## src/rtl/rx_discard_filter.sv

```systemverilog
module rx_discard_filter #(
  parameter int DATA_W   = 8,
  parameter int LEN_W    = 11,
  parameter int SEL_W    = 4,
  parameter int MIN_LEN  = 64,
  parameter int BASE_MAX = 1518,
  parameter int NCAUSE   = 5
) (
  input  logic              clk,
  input  logic              rst_n,
  input  logic              in_valid,
  input  logic              in_sof,
  input  logic              in_eof,
  input  logic [DATA_W-1:0] in_data,
  input  logic              crc_err,
  input  logic              fifo_full,
  input  logic              rd_active,
  input  logic              sys_abort,
  input  logic [NCAUSE-1:0] keep_mask,
  input  logic [SEL_W-1:0]  max_sel,
  input  logic              clr_discard,
  output logic              fifo_wr_en,
  output logic [DATA_W-1:0] fifo_wr_data,
  output logic              fifo_flush,
  output logic              in_block,
  output logic              discard_flag
);
  localparam logic [LEN_W-1:0] CNT_SAT = '1;
  localparam logic [LEN_W-1:0] MIN_L   = LEN_W'(MIN_LEN);

  logic             in_frame, drop, flag_q, flush_q;
  logic [LEN_W-1:0] cnt_q;

  wire [LEN_W-1:0] max_len = LEN_W'(BASE_MAX) + LEN_W'(max_sel);
  wire             accept  = in_valid & (in_sof | in_frame);
  wire             live    = accept & ~flag_q & ~(drop & ~in_sof);
  wire [LEN_W-1:0] cnt_nx  = in_sof ? LEN_W'(1) :
                             (cnt_q == CNT_SAT) ? cnt_q : cnt_q + LEN_W'(1);

  logic [NCAUSE-1:0] cause;
  always_comb begin
    cause    = '0;
    cause[0] = live & fifo_full;
    cause[1] = live & in_eof & crc_err;
    cause[2] = live & (cnt_nx > max_len);
    cause[3] = live & in_eof & (cnt_nx < MIN_L);
    cause[4] = rd_active & sys_abort;
  end

  wire trig = |(cause & ~keep_mask);

  always_ff @(posedge clk or negedge rst_n) begin
    if (!rst_n) begin
      in_frame <= 1'b0;
      cnt_q    <= '0;
      drop     <= 1'b0;
      flag_q   <= 1'b0;
      flush_q  <= 1'b0;
    end else begin
      if (accept) begin
        in_frame <= ~in_eof;
        cnt_q    <= cnt_nx;
      end
      if (trig)
        drop <= 1'b1;
      else if (accept & in_sof)
        drop <= flag_q;
      flag_q  <= trig | (flag_q & ~clr_discard);
      flush_q <= trig;
    end
  end

  assign fifo_wr_en   = live & ~trig;
  assign fifo_wr_data = in_data;
  assign fifo_flush   = flush_q;
  assign in_block     = drop | flag_q;
  assign discard_flag = flag_q;
endmodule


```

## config.mk

```make
export PLATFORM = sky130hd
export DESIGN_NAME = rx_discard_filter
export DESIGN_NICKNAME = d
export VERILOG_FILES = /design/src/rtl/rx_discard_filter.sv
export SDC_FILE = /design/constraint.sdc
export NUM_CORES = 1
export LEC_CHECK = 0
export CORE_ASPECT_RATIO = 0.5
export CORE_MARGIN = 10
export CORE_UTILIZATION = 40
export CTS_BUF_LIST = sky130_fd_sc_hd__clkbuf_4 sky130_fd_sc_hd__clkbuf_8
export CTS_CLUSTER_DIAMETER = 100
export DETAILED_ROUTE_END_ITERATION = 8
export HOLD_SLACK_MARGIN = 0.1
export PLACE_DENSITY = 0.82
export SKIP_CTS_REPAIR_TIMING = 1
export SLEW_MARGIN = 10
export SYNTH_ARGS = -nofsm -noshare
export SYNTH_HDL_FRONTEND = slang
export SYNTH_SLANG_ARGS = --single-unit
```

## constraint.sdc

```tcl
create_clock -name clk -period 10.8 [get_ports clk]
set_input_delay 2.7 -clock clk [delete_from_list [all_inputs] [get_ports clk]]
set_output_delay 2.7 -clock clk [all_outputs]
set_load 0.05 [all_outputs]
```

==> impl_metrics.py, run 1 <==
metrics = {
    "synthesis": {
        "synth.area.top_cells": "dfrtp_1, ha_1, buf_4, nand2_1, nor2_1",
        "yosysTopAreaCell": "dfrtp_1",
        "ys_types": 47,
        "ys_warn_count": 0,
        "async_flop_share_pct": 100,
        "netlist_area_sq_um": 1270,
        "seq_area_frac_synth_pct": 29.5,
        "synth_top_cell_area_share_pct": 29.5,
        "synth_cells": 152,
        "ys.flop_type": "dfrtp_1",
        "avgSynthCellArea_sq_um": 8.38,
        "ys_seq_elements": 15,
        "synth_edf_count": 0,
        "synth_nets": 186,
    },
    "floorplanning": {
        "rows": 14,
        "die_w_um": 99.8,
        "io-pin-count": 39,
        "design.die.area_sq_um": 5980,
        "die_h_um": 59.9,
        "core_sq_um": 3030,
        "initial_utilization_pct": 42.0,
    },
    "sta": {
        "maxSlewViolCount": 0,
        "period_share_pct": 78.3,
        "fin_crit_ns": 8.45,
        "tns_ns": 0,
        "setup_viol": 0,
        "rsz0062_at_grt": "no",
        "max_freq_mhz": 118,
        "hold_viol_final": 0,
        "skew_ns": 0.00484,
        "worst_pin_slew_ns": 0.695,
        "relSlewSlack_pct": 53.5,
    },
    "power_and_ir_drop": {
        "power_uw": 182,
        "ir_drop_mv": 0.0716,
        "p_per_area_nw_per_um2": 121,
        "leakagePower_nw": 0.629,
    },
    "cells_and_area": {
        "multi_input_area_sq_um": 785,
        "ff_latch_area_sq_um": 375,
        "fillers": 280,
        "area_growth_pct": 18.5,
        "layout_common_cells": "clkdlybuf4s50_1, nand2_1, dfrtp_1, nor2_1, nor3_1",
        "drive_above_1_share_pct": 9.09,
        "n_antenna_cell": 0,
        "layout.nets": 200,
        "mostFrequentLayoutCell": "clkdlybuf4s50_1",
    },
    "route": {
        "firstDrtPassIters": 4,
        "vias": 1208,
        "viasPerCell": 5.89,
        "wirelength_um": 3250,
        "wire_per_inst_um": 15.8,
        "drc": 0,
        "drtAntennaViolNets": 0,
        "drt_iter0_drc": 138,
    },
    "global_route": {
        "grt_pass1_vias": 1106,
        "grt_antenna_before_repair": 0,
        "grt_max_degree": 18,
        "grtUsageTotal_pct": 11.0,
        "gr-total-overflow": 0,
        "grt_pass1_wl_um": 5330,
    },
    "setup_path": {
        "path_cells": "clkdlybuf4s50_1, nor2_1, ha_1, nand3_1, nor2_1, a211o_1, nor3_1, nand4_1, and3_1, clkdlybuf4s50_1",
        "crit_cells": 10,
        "critPathSlowestCell": "clkdlybuf4s50_1",
        "startpoint_type": "input port",
        "cp-end-kind": "output pin",
        "required_ns": 8.10,
        "worst-path-buf-inv": 2,
        "crit_arrival_ns": 5.75,
        "crit_type": "input port to output pin",
        "critPathMaxStageDelay_ns": 0.86,
        "critPathMaxFanout": 17,
        "crit_family": "buffers and inverters",
        "r2r_cells": 13,
    },
    "status": {
        "status": "complete, no violations",
    },
    "placed_design": {
        "port_buffers": 22,
        "gp_routability_congestion": 0.929,
        "place_hpwl_um": 2590,
    },
    "cts": {
        "htreeDepth": 1,
        "root_buffer": "clkbuf_8",
        "cts_tree": "yes",
        "cts.sink_count": 15,
        "cts_made_buffers": 3,
        "clk_pin_slew_ns": 0.06,
        "clk_path_buf_depth": 2,
        "clkLatencyLatePin_ns": 0.25,
    },
    "min_path": {
        "hp-class": "register to register",
        "whs_path_depth": 2,
    },
    "job": {
        "drv_cap": 0,
    },
}
## path summary, 6_finish.rpt
kind / slack, ns / startpoint / to
max in group asynchronous: 7.49 / rst_n / drop$_DFFE_PN0P_
min in group asynchronous: 2.87 / rst_n / cnt_q[3]$_DFFE_PN0P_
max: 2.35 / in_sof / fifo_wr_en
min reg2reg: 0.55 / drop$_DFFE_PN0P_ / drop$_DFFE_PN0P_
max reg2reg: 7.53 / cnt_q[0]$_DFFE_PN0P_ / drop$_DFFE_PN0P_
min: 0.55 / drop$_DFFE_PN0P_ / drop$_DFFE_PN0P_
## worst reg2reg max path, stage by stage, from the launching register on
cell and delay (ns):
dfrtp_1 0.44, ha_1 0.35, nand4_1 0.24, nor3_1 0.52, nor3_1 0.14, xnor2_1 0.25, nor2_1 0.08, ha_1 0.29
nand2_1 0.08, nor2_1 0.05, a211o_1 0.21, nor3_1 0.23, nand4_1 0.21, nand3_1 0.12
## area by class of cell
type                    instances  share of cell area, %
multi-input cells             116                   52.0
flip-flops and latches         15                   24.9
repair buffers                 22                   14.6
well taps                      40                   3.32
clock buffers                   4                   3.23
inverters                       8                   1.99
## state kept, by name, summed over array words and instances, names as in the netlist
name and cells:
fifo_flush 1, in_frame 1, cnt_q 11, drop 1, discard_flag 1
## per-layer routing
layer / global-route usage [%] / vias to the layer above / routed length, um
met5: 0 / - / 0
met4: 5.88 / 0 / 61
met3: 2.65 / 9 / 310
met2: 16.4 / 66 / 1430
met1: 14.3 / 552 / 1450
li1: - / 581 / -
## cell families (layout without fill, tap and decap cells)
| kind of cell | count (synthesis) | after routing | share of synthesized area (%) |
|---|---|---|---|
| fa+ha+maj | 7 | 7 | 6.88 |
| flops | 15 | 15 | 29.5 |
| simple gates | 60 | 60 | 26.1 |
| xor+xnor | 6 | 6 | 4.13 |
| compound gates | 41 | 41 | 22.9 |
| buf+inv | 21 | 34 | 8.94 |
| mux | 2 | 2 | 1.57 |
## metrics by stage
stage,instances,instance area (sq um),utilization (%),hold WS [ns],setup slack (ns)
after floorplan,152,1270,-,0.501,3.47
after global placement,201,1460,48.2,0.537,2.48
after detailed placement,201,1460,48.2,0.538,2.38
after CTS,205,1510,49.8,0.553,2.38
after global routing,205,1510,49.8,0.571,2.16
final,205,1510,49.8,0.547,2.35
## Yosys cell counts, drive strengths merged (2+ instances only)
library cell,count
and3,3
inv,8
a31oi,2
a32o,2
nand2,17
nor2,12
nand4,7
nand3b,2
xor2,2
a21oi,7
buf,10
clkbuf,3
o22ai,2
nor3,9
nand3,4
o21ai,8
dfrtp,15
o21a,2
a211oi,2
ha,7
a22o,2
o31ai,3
xnor2,4
mux2i,2
## power breakdown
group	total (mW)	switching [mW]	leakage (nW)	internal, mW
Sequential	0.0717	0.00917	0.197	0.0625
Clock	0.0486	0.0199	0.0262	0.0287
Combinational	0.0620	0.0350	0.405	0.0270
Total	0.182	0.0641	0.629	0.118
Power figures use the tool's default switching activity.
==> run 2, diff against run 1 <==
- clock period: 10.8 -> 8.6 ns (I/O delays scaled with it)
==> run 2 against run 1 <==
Via count decreased by 0.66%; worst setup slack got worse by 1.1 ns; critical path depth unchanged; utilization unchanged; final cell count unchanged; final area unchanged; clock power increased by 26%; clock skew increased by 0.0052 ns; global-route usage decreased by 0.073 points; sequential share of layout area unchanged; total power increased by 26%; non-clock buffer count unchanged; critical path type unchanged; largest power group unchanged.
==> impl_metrics.py, run 2 (same netlist as run 1, synthesis figures left out) <==
metrics = {
    "setup_path": {
        "crit_cells": 10,
        "required_ns": 6.45,
        "cp-end-kind": "output pin",
        "critPathSlowestCell": "clkdlybuf4s50_1",
        "r2r_cells": 13,
        "critPathMaxFanout": 17,
        "crit_type": "input port to output pin",
        "startpoint_type": "input port",
        "worst-path-buf-inv": 2,
        "crit_family": "buffers and inverters",
        "critPathMaxStageDelay_ns": 0.84,
        "crit_arrival_ns": 5.18,
        "path_cells": "clkdlybuf4s50_1, nor2_1, ha_1, nand3_1, nor2_1, a211o_1, nor3_1, nand4_1, and3_1, clkdlybuf4s50_1",
    },
    "sta": {
        "setup_viol": 0,
        "worst_pin_slew_ns": 0.702,
        "relSlewSlack_pct": 53.0,
        "max_freq_mhz": 136,
        "skew_ns": 0.00999,
        "tns_ns": 0,
        "rsz0062_at_grt": "no",
        "hold_viol_final": 0,
        "maxSlewViolCount": 0,
        "hold_slack_ns": 0.556,
        "fin_crit_ns": 7.33,
        "period_share_pct": 85.3,
    },
    "job": {
        "drv_cap": 0,
    },
    "cts": {
        "clk_pin_slew_ns": 0.05,
        "clkLatencyLatePin_ns": 0.26,
        "cts_made_buffers": 3,
        "htreeDepth": 1,
        "cts_tree": "yes",
        "cts.sink_count": 15,
        "clk_path_buf_depth": 2,
        "root_buffer": "clkbuf_8",
    },
    "floorplanning": {
        "die_w_um": 99.8,
        "io-pin-count": 39,
        "initial_utilization_pct": 42.0,
        "design.die.area_sq_um": 5980,
        "rows": 14,
        "core_sq_um": 3030,
        "die_h_um": 59.9,
    },
    "route": {
        "firstDrtPassIters": 5,
        "drt_iter0_drc": 175,
        "vias": 1200,
        "drc": 0,
        "drtAntennaViolNets": 0,
        "viasPerCell": 5.85,
        "wire_per_inst_um": 16.0,
        "wirelength_um": 3290,
    },
    "placed_design": {
        "place_hpwl_um": 2580,
        "port_buffers": 22,
        "gp_routability_congestion": 0.928,
    },
    "global_route": {
        "grt_pass1_vias": 1111,
        "grt_pass1_wl_um": 5370,
        "gr-total-overflow": 0,
        "grt_antenna_before_repair": 0,
        "grt_max_degree": 18,
        "grtUsageTotal_pct": 10.9,
    },
    "power_and_ir_drop": {
        "ir_drop_mv": 0.112,
        "leakagePower_nw": 0.629,
        "p_per_area_nw_per_um2": 152,
    },
    "cells_and_area": {
        "multi_input_area_sq_um": 785,
        "mostFrequentLayoutCell": "clkdlybuf4s50_1",
        "ff_latch_area_sq_um": 375,
        "drive_above_1_share_pct": 9.09,
        "layout.nets": 200,
        "largest_register_ffs": 11,
        "top_register": "cnt_q",
        "layout_common_cells": "clkdlybuf4s50_1, nand2_1, dfrtp_1, nor2_1, nor3_1",
        "n_antenna_cell": 0,
        "area_growth_pct": 18.5,
        "fillers": 284,
    },
    "min_path": {
        "hp-class": "register to register",
        "whs_path_depth": 2,
    },
    "status": {
        "status": "complete, no violations",
    },
}
-- run 2: layout make-up --
class | count | area share, %
repair buffers | 22 | 14.6
clock buffers | 4 | 3.23
well taps | 40 | 3.32
inverters | 8 | 1.99
multi-input cells | 116 | 52.0
flip-flops and latches | 15 | 24.9
-- run 2: routing by layer --
metal | up-vias | global-route usage [%] | wire [um]
met5 | - | 0 | 0
met3 | 8 | 2.76 | 249
met1 | 561 | 14.1 | 1500
met4 | 0 | 4.06 | 43
li1 | 581 | - | -
met2 | 50 | 17.1 | 1490
-- run 2: through the flow --
stage	power [mW]	setup slack, ns	std cells	area [sq um]	util (%)
6_report	0.230	1.27	205	1510	49.8
5_1_grt	0.244	1.06	205	1510	49.8
4_1_cts	0.230	1.29	205	1510	49.8
3_5_place_dp	0.169	1.29	201	1460	48.2
3_3_place_gp	0.167	1.38	201	1460	48.2
2_1_floorplan	0.151	2.37	152	1270	-
-- run 2: power by group --
group | internal, mW | leakage (nW) | switching (mW)
registers | 0.0785 | 0.197 | 0.0117
clock network | 0.0360 | 0.0262 | 0.0253
logic | 0.0338 | 0.405 | 0.0443
-- run 2: worst reg2reg max path, stage by stage, from the launching register on --
cell and delay [ns]:
dfrtp_1 0.44, ha_1 0.36, nand4_1 0.24, nor3_1 0.51, nor3_1 0.13, xnor2_1 0.24, nor2_1 0.10, ha_1 0.30
nand2_1 0.08, nor2_1 0.05, a211o_1 0.22, nor3_1 0.22, nand4_1 0.21, nand3_1 0.12
-- run 2: final timing paths --
kind	to	start	slack, ns
worst max-delay path	fifo_wr_en	in_sof	1.27
worst min-delay path	drop$_DFFE_PN0P_	drop$_DFFE_PN0P_	0.56
worst max register to register	drop$_DFFE_PN0P_	cnt_q[0]$_DFFE_PN0P_	5.31
worst min register to register	drop$_DFFE_PN0P_	drop$_DFFE_PN0P_	0.56
max in group asynchronous	discard_flag$_DFF_PN0_	rst_n	5.83
min in group asynchronous	cnt_q[3]$_DFFE_PN0P_	rst_n	2.32
